<file path="config.mk">
export PLATFORM = sky130hd
export DESIGN_NAME = sqf_read_slave
export DESIGN_NICKNAME = d
export VERILOG_FILES = /design/src/rtl/sqf_pkg.sv /design/src/rtl/sqf_sync.sv /design/src/rtl/sqf_byte_array.sv /design/src/rtl/sqf_out_lane.sv /design/src/rtl/sqf_read_slave.sv
export SDC_FILE = /design/constraint.sdc
export NUM_CORES = 2
export LEC_CHECK = 0
export ABC_AREA = 1
export CAP_MARGIN = 20
export CELL_PAD_IN_SITES_DETAIL_PLACEMENT = 0
export CELL_PAD_IN_SITES_GLOBAL_PLACEMENT = 1
export CORE_AREA = 5 5 470 472
export CTS_CLUSTER_SIZE = 24
export DETAILED_ROUTE_END_ITERATION = 10
export DIE_AREA = 0 0 475 477
export GPL_ROUTABILITY_DRIVEN = 0
export GPL_TIMING_DRIVEN = 1
export PLACE_DENSITY = 0.64
export SLEW_MARGIN = 30
export SYNTH_ARGS = -nofsm -noshare
export SYNTH_HDL_FRONTEND = slang
export SYNTH_HIERARCHICAL = 1
export SYNTH_SLANG_ARGS = --single-unit
</file>
<file path="constraint.sdc">
create_clock -name clk -period 4.16 [get_ports clk]
set_input_delay 0.832 -clock clk [delete_from_list [all_inputs] [get_ports clk]]
set_output_delay 0.832 -clock clk [all_outputs]
set_load 0.01 [all_outputs]
</file>
<file path="src/rtl/sqf_pkg.sv">
package sqf_pkg;
  typedef enum logic [2:0] {
    ST_IDLE, ST_CMD, ST_ADDR, ST_DUMMY, ST_DATA, ST_SKIP
  } sqf_state_e;

  localparam logic [7:0] OP_FAST_READ  = 8'h0B;
  localparam logic [7:0] OP_SINGLE_RST = 8'hFF;
  localparam logic [3:0] OE_SINGLE     = 4'b0010;
  localparam logic [3:0] OE_QUAD       = 4'b1111;
endpackage

</file>
<file path="src/rtl/sqf_sync.sv">
module sqf_sync #(
  parameter int W = 1,
  parameter int STAGES = 2,
  parameter logic [W-1:0] INIT = '0
) (
  input  logic         clk,
  input  logic         rst_n,
  input  logic [W-1:0] d,
  output logic [W-1:0] q
);
  logic [STAGES*W-1:0] chain;

  generate
    if (STAGES == 1) begin : g_one
      always_ff @(posedge clk or negedge rst_n)
        if (!rst_n) chain <= INIT;
        else        chain <= d;
    end else begin : g_many
      always_ff @(posedge clk or negedge rst_n)
        if (!rst_n) chain <= {STAGES{INIT}};
        else        chain <= {chain[(STAGES-1)*W-1:0], d};
    end
  endgenerate

  assign q = chain[STAGES*W-1 -: W];
endmodule

</file>
<file path="src/rtl/sqf_byte_array.sv">
module sqf_byte_array #(
  parameter int DEPTH = 256,
  parameter int BLK_BYTES = 64,
  localparam int IDX_W = $clog2(DEPTH),
  localparam int BOFF_W = $clog2(BLK_BYTES),
  localparam int NBLK = DEPTH / BLK_BYTES
) (
  input  logic             clk,
  input  logic             ld_en,
  input  logic [IDX_W-1:0] ld_addr,
  input  logic [7:0]       ld_data,
  input  logic [IDX_W-1:0] rd_idx,
  input  logic [NBLK-1:0]  lock_blk,
  output logic [7:0]       rd_data
);
  logic [7:0] mem [DEPTH];

  always_ff @(posedge clk)
    if (ld_en) mem[ld_addr] <= ld_data;

  always_comb begin
    if (lock_blk[rd_idx[IDX_W-1:BOFF_W]]) rd_data = 8'h00;
    else                                  rd_data = mem[rd_idx];
  end
endmodule

</file>
<file path="src/rtl/sqf_out_lane.sv">
module sqf_out_lane (
  input  logic [7:0] byte_v,
  input  logic [2:0] piece,
  input  logic       quad,
  output logic [3:0] lanes,
  output logic       last
);
  always_comb begin
    if (quad) begin
      lanes = piece[0] ? byte_v[3:0] : byte_v[7:4];
      last  = piece[0];
    end else begin
      lanes = {2'b00, byte_v[3'd7 - piece], 1'b0};
      last  = (piece == 3'd7);
    end
  end
endmodule

</file>
<file path="src/rtl/sqf_read_slave.sv">
module sqf_read_slave
  import sqf_pkg::*;
#(
  parameter int DEPTH = 256,
  parameter int BLK_BYTES = 64,
  parameter int ADDR_W = 24,
  parameter int SYNC_STAGES = 2,
  localparam int IDX_W = $clog2(DEPTH),
  localparam int NBLK = DEPTH / BLK_BYTES
) (
  input  logic             clk,
  input  logic             rst_n,
  input  logic             cs_n,
  input  logic             sck,
  input  logic [3:0]       sio_in,
  input  logic             quad_enter,
  input  logic [NBLK-1:0]  lock_blk,
  input  logic             ld_en,
  input  logic [IDX_W-1:0] ld_addr,
  input  logic [7:0]       ld_data,
  output logic [3:0]       sio_out,
  output logic [3:0]       sio_oe
);
  logic [3:0]        sio_s;
  logic              sck_s, cs_s, sck_q;
  sqf_state_e        state;
  logic              quad, drv;
  logic [5:0]        cnt, cnt_nx, len;
  logic [ADDR_W-1:0] sh, shv, ptr;
  logic [2:0]        piece;
  logic [3:0]        dout, lanes;
  logic [7:0]        byte_q;
  logic              rise, fall, done, last;

  sqf_sync #(.W(6), .STAGES(SYNC_STAGES), .INIT(6'b000001)) u_sync (
    .clk(clk), .rst_n(rst_n), .d({sio_in, sck, cs_n}), .q({sio_s, sck_s, cs_s})
  );

  sqf_byte_array #(.DEPTH(DEPTH), .BLK_BYTES(BLK_BYTES)) u_array (
    .clk(clk), .ld_en(ld_en), .ld_addr(ld_addr), .ld_data(ld_data),
    .rd_idx(ptr[IDX_W-1:0]), .lock_blk(lock_blk), .rd_data(byte_q)
  );

  sqf_out_lane u_lane (
    .byte_v(byte_q), .piece(piece), .quad(quad), .lanes(lanes), .last(last)
  );

  assign rise   = sck_s & ~sck_q;
  assign fall   = ~sck_s & sck_q;
  assign shv    = quad ? {sh[ADDR_W-5:0], sio_s} : {sh[ADDR_W-2:0], sio_s[0]};
  assign cnt_nx = cnt + (quad ? 6'd4 : 6'd1);
  assign done   = (cnt_nx == len);

  always_comb begin
    case (state)
      ST_ADDR: len = 6'(ADDR_W);
      default: len = 6'd8;
    endcase
  end

  always_ff @(posedge clk or negedge rst_n) begin
    if (!rst_n) begin
      sck_q <= 1'b0;
      state <= ST_IDLE;
      quad  <= 1'b0;
      drv   <= 1'b0;
      cnt   <= '0;
      sh    <= '0;
      ptr   <= '0;
      piece <= '0;
      dout  <= '0;
    end else begin
      sck_q <= sck_s;
      if (cs_s) begin
        state <= ST_IDLE;
        cnt   <= '0;
        drv   <= 1'b0;
        dout  <= '0;
        piece <= '0;
        if (quad_enter) quad <= 1'b1;
      end else begin
        if (rise) begin
          case (state)
            ST_IDLE, ST_CMD: begin
              sh <= shv;
              if (done) begin
                cnt <= '0;
                if (shv[7:0] == OP_FAST_READ) begin
                  state <= ST_ADDR;
                end else begin
                  state <= ST_SKIP;
                  if (shv[7:0] == OP_SINGLE_RST) quad <= 1'b0;
                end
              end else begin
                cnt   <= cnt_nx;
                state <= ST_CMD;
              end
            end
            ST_ADDR: begin
              sh <= shv;
              if (done) begin
                ptr   <= shv;
                cnt   <= '0;
                state <= ST_DUMMY;
              end else begin
                cnt <= cnt_nx;
              end
            end
            ST_DUMMY: begin
              if (done) begin
                cnt   <= '0;
                piece <= '0;
                state <= ST_DATA;
              end else begin
                cnt <= cnt_nx;
              end
            end
            default: ;
          endcase
        end
        if (fall && state == ST_DATA) begin
          dout <= lanes;
          drv  <= 1'b1;
          if (last) begin
            ptr   <= ptr + 1'b1;
            piece <= '0;
          end else begin
            piece <= piece + 3'd1;
          end
        end
      end
    end
  end

  assign sio_out = dout;
  assign sio_oe  = drv ? (quad ? OE_QUAD : OE_SINGLE) : 4'b0000;
endmodule

</file>
# After elaboration in Yosys (flattened, before gate mapping)

Memories as Yosys holds them, arrays and structs flattened.
Cells that the tools add are included.

Add/subtract/negate cells: 4
Multiply operators: 0
Divide/modulo/power cells: 0
Order comparisons: 2
Eq/ne operators: 12
Shift-type cells: 0
Muxes and demuxes: 48
Bitwise operators: 5
Reductions and logical operators: 20

Operators by type and width:

| cell                                                 | count |
|---|---|
| two-way mux 24 bit                                   | 6 |
| two-way mux 3 bit                                    | 13 |
| adder 24 x 1 -> 24 bit (second input constant)       | 1 |
| two-way mux 4 bit                                    | 6 |
| two-way mux 6 bit                                    | 4 |
| two-way mux 1 bit                                    | 14 |
| nonzero test 2 bit                                   | 6 |
| case mux 3 bit (3 select lines)                      | 1 |
| nonzero test 3 bit                                   | 3 |
| equality test 8 x 4 -> 1 bit (second input constant) | 1 |
| equality test 8 bit (second input constant)          | 1 |
| two-way mux 8 bit                                    | 1 |
| adder 6 x 3 -> 6 bit                                 | 1 |
| equality test 3 x 2 -> 1 bit (second input constant) | 2 |
| equality test 3 bit (second input constant)          | 2 |
| equality test 6 bit                                  | 1 |
| != test 3 x 2 -> 1 bit (second input constant)       | 2 |
| AND reduction 3 bit                                  | 2 |
| AND reduction 6 bit                                  | 1 |
| two-way mux 5 bit                                    | 1 |
| < comparator 3 x 4 -> 1 bit (second input constant)  | 1 |
| AND reduction 4 bit                                  | 1 |
| nonzero test 4 bit                                   | 1 |
| OR reduction 4 bit                                   | 1 |
| other kinds (15)                                     | 18 |

Register bits: 78
Latch bits: 0
Bits in writable memories: 2048
Memory bits (read-only): 0
Bits of input ports: 30
Word-level logic and storage cells: 102
Memories kept: 1

Memory list:

| memory      | depth | bits a word | read ports | clocked after memory_dff | wr ports | RTL line             | RTL |
|---|---|---|---|---|---|---|---|
| u_array.mem | 256   | 8           | 1          | 0                        | 1        | sqf_byte_array.sv:16 | `logic [7:0] mem [DEPTH];` |

# Depth between registers and ports, before layout

Depth in word-level cells: 8
Depth in mapped cells: 23

# Cells and area by module

Netlist, hierarchy kept.

Modules (own cells, without submodules):

| module         | times used | cells an instance | area an instance (um2) | sequential area each (um2) |
|---|---|---|---|---|
| sqf_byte_array | 1          | 7016              | 83373.7                | 61499.0 |
| sqf_read_slave | 1          | 292               | 2143.3                 | 850.8 |
| sqf_sync       | 1          | 18                | 347.8                  | 302.8 |
| sqf_out_lane   | 1          | 38                | 178.9                  | 0.0 |

# Worst setup path before layout

OpenSTA, ideal clock, no wires.

Path kind: input -> register
Start: input ld_en
End: memory u_array.mem[162][0], enable pin
Setup time: 0.370 ns
Arrival: 1.953 ns
Required time: 3.790 ns
Setup slack: 1.837 ns
Stages on the path: 4
Path through: clkbuf_1 > nand3_1 > clkbuf_1 > nor2_1

Word-level cells in the longest chain between the ends: 2

Ends and longest elaborated chain:

| element                                 | RTL line             | RTL |
|---|---|---|
| from (decl)                             | sqf_read_slave.sv:18 | `input logic ld_en,` |
| two-way mux 1 bit                       | sqf_byte_array.sv:19 | `if (ld_en) mem[ld_addr] <= ld_data;` |
| two-way mux 1 bit (not written as such) | sqf_byte_array.sv:19 |  |
| to (decl)                               | sqf_byte_array.sv:16 |  |

No other way between the ends.

# Worst setup path in the final report

Start: register ptr[0]
End: register dout[1], in the netlist sio_out[1]

Word-level cells in the longest chain between the ends: 7
Elaborated cells on any way between the ends: 8
Those cells by class: mux: 7; memory: 1

Ends and longest elaborated chain:

| element                                 | RTL line              | RTL |
|---|---|---|
| from (decl)                             | sqf_read_slave.sv:29  | `logic [ADDR_W-1:0] sh, shv, ptr;` |
| from (signal assigned)                  | sqf_read_slave.sv:102 | `ptr <= shv;` |
| from (signal assigned)                  | sqf_read_slave.sv:125 | `ptr <= ptr + 1'b1;` |
| memory (256 x 8 bit)                    | -                     |  |
| two-way mux 8 bit                       | sqf_byte_array.sv:22  | `if (lock_blk[rd_idx[IDX_W-1:BOFF_W]]) rd_data = 8'h00;` |
| via byte_q[4]                           | sqf_read_slave.sv:32  | `logic [7:0] byte_q;` |
| binary-select mux 1 bit (select 3 bit)  | sqf_out_lane.sv:13    | `lanes = {2'b00, byte_v[3'd7 - piece], 1'b0};` |
| two-way mux 1 bit (not written as such) | sqf_out_lane.sv:13    |  |
| two-way mux 4 bit                       | sqf_out_lane.sv:9     | `if (quad) begin` |
| via lanes[1]                            | sqf_read_slave.sv:31  | `logic [3:0] dout, lanes;` |
| two-way mux 4 bit                       | sqf_read_slave.sv:121 | `if (fall && state == ST_DATA) begin` |
| two-way mux 4 bit                       | sqf_read_slave.sv:74  | `if (cs_s) begin` |
| to (signal assigned)                    | sqf_read_slave.sv:122 | `dout <= lanes;` |
| to (decl)                               | sqf_read_slave.sv:31  |  |

The timed path passes the listed nets, and every way through them passes these cells. The select of a mux whose other input is x is not followed.
A chain may end at the register's enable or synchronous reset.

==> summary by stage <==
Timing
The number of hold-slack violations in the final timing report came to 0. The maximum achievable frequency is roughly 0.26 GHz. Final hold analysis gives a worst-case slack of approximately 0.056 ns. In the finished design, the share of the clock period the worst path needs comes to 0.930. The accumulated negative setup slack is 0 ns. The final worst clock skew is 0.0353 ns. The transition time at the pin with the least slew margin is 1.05 ns.

The number of max-slew violations in the final report is 0. For the finished layout, the period the worst path requires is slightly below 4 ns. Setup repair after global routing left no endpoint under its margin. Setup violations remaining at the end of the flow were counted as 0. The final setup slack of the worst path is about 0.29 ns.

Headroom to the max-slew limit came out at 0.294.

Power and ir drop
The register share of total power is 0.508. The cell-internal power is roughly 35000 uW. The analysis attributes to cell leakage a power of around 0.035 uW. The clock network power share is 0.408. The total power density per cell area is around 470 mW/mm^2.

Of the total power, combinational logic draws 0.084. VDD sags by at most just under 0.4 mV. The analysis attributes to net switching a power of between 10000 and 15000 uW. Of the total power, the share spent switching nets is 0.241.

CTS
The clock passes through at most 3 buffers. Counting the buffers created by CTS gives 220. In this run the clock root is driven by a sky130_fd_sc_hd__clkbuf_16.

CTS saw around 2100 sinks. Once the clock tree was built, the setup fixing pass inserted 0 buffers. The clock latency at the later pin of the worst-skew pair is between 0.8 and 0.9 ns.

The H-tree generated during clock tree synthesis spans 4 levels. The clock transition time at the flip-flop clock pins of the worst setup and hold paths is about 0.06 ns. Buffers inserted to repair hold after CTS numbered 0. The clock tree from TritonCTS is built. The count of instances resized after the clock tree is built is 0.

Global routing
The number of antenna violations at the first check in global routing was 7. The global routing usage summed across all routing layers is 0.223. Summed over all layers, the global routing overflow is 0. Entering global routing, the biggest net connects about 120 pins. The number of global-route vias before repair is 55100.

The global-route wire length before repair is roughly 380 mm.

Floorplan
The initial standard-cell utilization of the core is 0.398. The core footprint is ~0.22 mm^2. The die covers 0.227 mm^2. The I/O pin total is 38. The horizontal extent of the die is 475 um. The count of standard-cell rows is 171. Measured along the y axis, the die boundary spans around 480 um.

Setup path
For the worst setup path, the data required time is roughly 5.0 ns. For this run, the slowest stage of the critical path takes ~0.65 ns. For this design, the slowest cell found on the critical path is sky130_fd_sc_hd__dfrtp_4. The signal on the critical path passes through inv_16 > buf_12 > buf_12 > nand2_1 > nand3_1 > nand3_1 > nand3_1 > nand3_1 > nand3_1 > nand3_1 > nand3_1 > nand2_1 > nor2_1 > nand2_1 > nand3_2 > nand2_2 > nor2_2 > nor2_1 > nor2_1 > nand3_1 > nand2_1. The worst setup path is of the reg2reg kind. The logic depth of the worst setup path including buffers is 21. The critical path endpoint category is a flop. STA classifies the critical path startpoint as a flop. The critical path contains buffers and inverters numbering 3 combined. Of all nets on the critical path, the largest fanout is 62. For flop-to-flop paths, the worst setup slack is 0.29 ns. At the worst endpoint, the arrival time is roughly 4.7 ns. The depth of the most critical reg-to-reg path is 21. The cell that appears most often on the critical path is sky130_fd_sc_hd__nand3_1. The cell family contributing the most delay on the critical path is simple AND/OR/NAND/NOR gates.

Placed design
The half-perimeter wire length after detailed placement is 153 mm. The worst-case setup slack after placement is ~0.36 ns. In this run the tool buffered the top-level ports with 37 buffer cells.

Synthesis
The number of nets in the synthesized netlist is 7399. For this run, asynchronously set or reset flops after synthesis account for 0.0220. In this run the mean area of a mapped cell was 11.7 um^2. Counting flops with a built-in enable in the synthesized netlist gives ~2000. Synthesis inferred about 2100 register bits. The summed instance area of the synthesized netlist is roughly 0.086 mm^2.

For this run, the number of Yosys warnings is 6. The most used flip-flop cell after synthesis is sky130_fd_sc_hd__edfxtp_1. The fraction of the yosys area taken by sequential cells is 0.728. Yosys mapped the design onto 40 distinct sky130hd cell types. Synthesis produced between 7000 and 8000 cells.

Job
The tool flagged a number of max-cap violations equal to 0.

Layout
The net count of the finished layout is around 7600. In the final layout, the share of cells above drive strength 1 is 0.0992. The library cells used most frequently in the layout, excluding fill and tap cells, are sky130_fd_sc_hd__nand2_1, sky130_fd_sc_hd__edfxtp_1, sky130_fd_sc_hd__nand3_1. The commonest non-fill, non-tap cell in the layout is sky130_fd_sc_hd__nand2_1. From synthesis to final layout, the design area changed by 14.3%. The final core utilization is 0.455. The number of filler cells placed in the layout is about 20000.

Detailed routing
Dividing the detail-routed wire length by the instance count gives about 24 um. The per-cell via count in the routed design is approximately 5.4. The count of antenna-violating nets left after detailed routing is 0. The DRC violation count after routing is 0. The length of the first detailed-routing pass in iterations is 6. After detailed routing, the total wire length is 256 mm. The violation count after the first detailed-routing iteration is 5572. The total number of vias is 57100.

Worst hold path
The worst hold path belongs to the class in2async.

Run status
The run finished with clean final reports.
[flip-flops by register name (all words and copies together) (netlist names), 3 cells and up]
name,count
u_array/mem,2048
u_sync/chain,12
ptr,8
sh,7
cnt,6
sio_out,4
piece,3
state,3
[synth_stat cells (2+ instances only)]
master / n / area, um^2
sky130_fd_sc_hd__a21oi_1: 29 / 145
sky130_fd_sc_hd__buf_1: 48 / 180
sky130_fd_sc_hd__buf_2: 262 / 1310
sky130_fd_sc_hd__buf_4: 38 / 285
sky130_fd_sc_hd__buf_6: 40 / 450
sky130_fd_sc_hd__clkbuf_1: 112 / 420
sky130_fd_sc_hd__clkinv_1: 3 / 11.3
sky130_fd_sc_hd__dfrtp_1: 44 / 1100
sky130_fd_sc_hd__dfstp_2: 2 / 52.6
sky130_fd_sc_hd__edfxtp_1: 2048 / 61500
sky130_fd_sc_hd__ha_1: 5 / 62.6
sky130_fd_sc_hd__inv_1: 66 / 248
sky130_fd_sc_hd__inv_2: 3 / 11.3
sky130_fd_sc_hd__nand2_1: 2194 / 8240
sky130_fd_sc_hd__nand2_2: 6 / 37.5
sky130_fd_sc_hd__nand3_1: 1974 / 9880
sky130_fd_sc_hd__nand3_2: 4 / 40.0
sky130_fd_sc_hd__nand4_1: 4 / 25.0
sky130_fd_sc_hd__nor2_1: 389 / 1460
sky130_fd_sc_hd__nor2_2: 2 / 12.5
sky130_fd_sc_hd__nor2_4: 2 / 22.5
sky130_fd_sc_hd__nor3_1: 2 / 10.0
sky130_fd_sc_hd__o21ai_0: 48 / 240
sky130_fd_sc_hd__o21ai_1: 4 / 20.0
sky130_fd_sc_hd__o22ai_1: 18 / 113
sky130_fd_sc_hd__xor2_1: 3 / 26.3
[metrics by stage]
stage | instances | power (uW) | cell area (um^2)
after floorplan | 7364 | 26100 | 86000
after global placement | 10200 | 27600 | 91500
after detailed placement | 10200 | 27600 | 91500
after CTS | 10600 | 46200 | 98300
after global routing | 10600 | 47600 | 98300
final | 10600 | 45800 | 98400
[cells by family (layout without fill, tap and decap cells)]
group,count (synthesis),after routing,synth area share
flip-flops,2094,2094,0.728
other,0,3,0
AO/OA/AOI/OAI,103,103,0.00643
XOR/XNOR,4,4,0.000407
buffers and inverters,575,933,0.0342
adder cells (fa/ha/maj),5,5,0.000727
AND/OR/NAND/NOR,4583,4583,0.230
[cell type report]
class	instances	area [um^2]	area share
flip-flops and latches	2094	62700	0.637
multi-input cells	4695	20500	0.208
clock buffers	278	5770	0.0586
repair buffers	463	4490	0.0457
well taps	2854	3570	0.0363
clock inverters	118	1050	0.0107
inverters	74	317	0.00322
diodes	3	7.51	0.0000763
[routing by layer]
layer  wire length (um)  GRT usage  vias up
li1                   -          -    26400
met1             113000      0.317    28500
met2             121000      0.356     1841
met3              14800     0.0302      383
met4               8410     0.0706        0
met5                  0          0        -
[worst paths after layout]
kind | start | end
worst max-delay path | ptr[0] | sio_out[1]
worst min-delay path | rst_n | drv
worst max register to register | ptr[0] | sio_out[1]
worst min register to register | u_sync/chain[0] | u_sync/chain[6]
max in group asynchronous | rst_n | ptr[0]
min in group clk | u_sync/chain[0] | u_sync/chain[6]
[worst register-to-register path: stages, from the launching register on]
cell and delay, ns:
sky130_fd_sc_hd__dfrtp_4 0.65, sky130_fd_sc_hd__inv_16 0.34, sky130_fd_sc_hd__buf_12 0.35, sky130_fd_sc_hd__buf_12 0.26, sky130_fd_sc_hd__nand2_1 0.14, sky130_fd_sc_hd__nand3_1 0.08
sky130_fd_sc_hd__nand3_1 0.12, sky130_fd_sc_hd__nand3_1 0.12, sky130_fd_sc_hd__nand3_1 0.08, sky130_fd_sc_hd__nand3_1 0.18, sky130_fd_sc_hd__nand3_1 0.22, sky130_fd_sc_hd__nand3_1 0.39
sky130_fd_sc_hd__nand2_1 0.11, sky130_fd_sc_hd__nor2_1 0.13, sky130_fd_sc_hd__nand2_1 0.08, sky130_fd_sc_hd__nand3_2 0.10, sky130_fd_sc_hd__nand2_2 0.05, sky130_fd_sc_hd__nor2_2 0.08
sky130_fd_sc_hd__nor2_1 0.06, sky130_fd_sc_hd__nor2_1 0.11, sky130_fd_sc_hd__nand3_1 0.09, sky130_fd_sc_hd__nand2_1 0.09
[power by group through the flow]
stage	Clock, uW	Sequential, uW	Combinational (uW)
3_3_place_gp	0	23700	3860
5_1_grt	20000	23300	4280
3_5_place_dp	0	23700	3890
6_report	18700	23300	3870
4_1_cts	19100	23300	3890
2_1_floorplan	0	23700	2430
(Power assumes the default switching activity.)
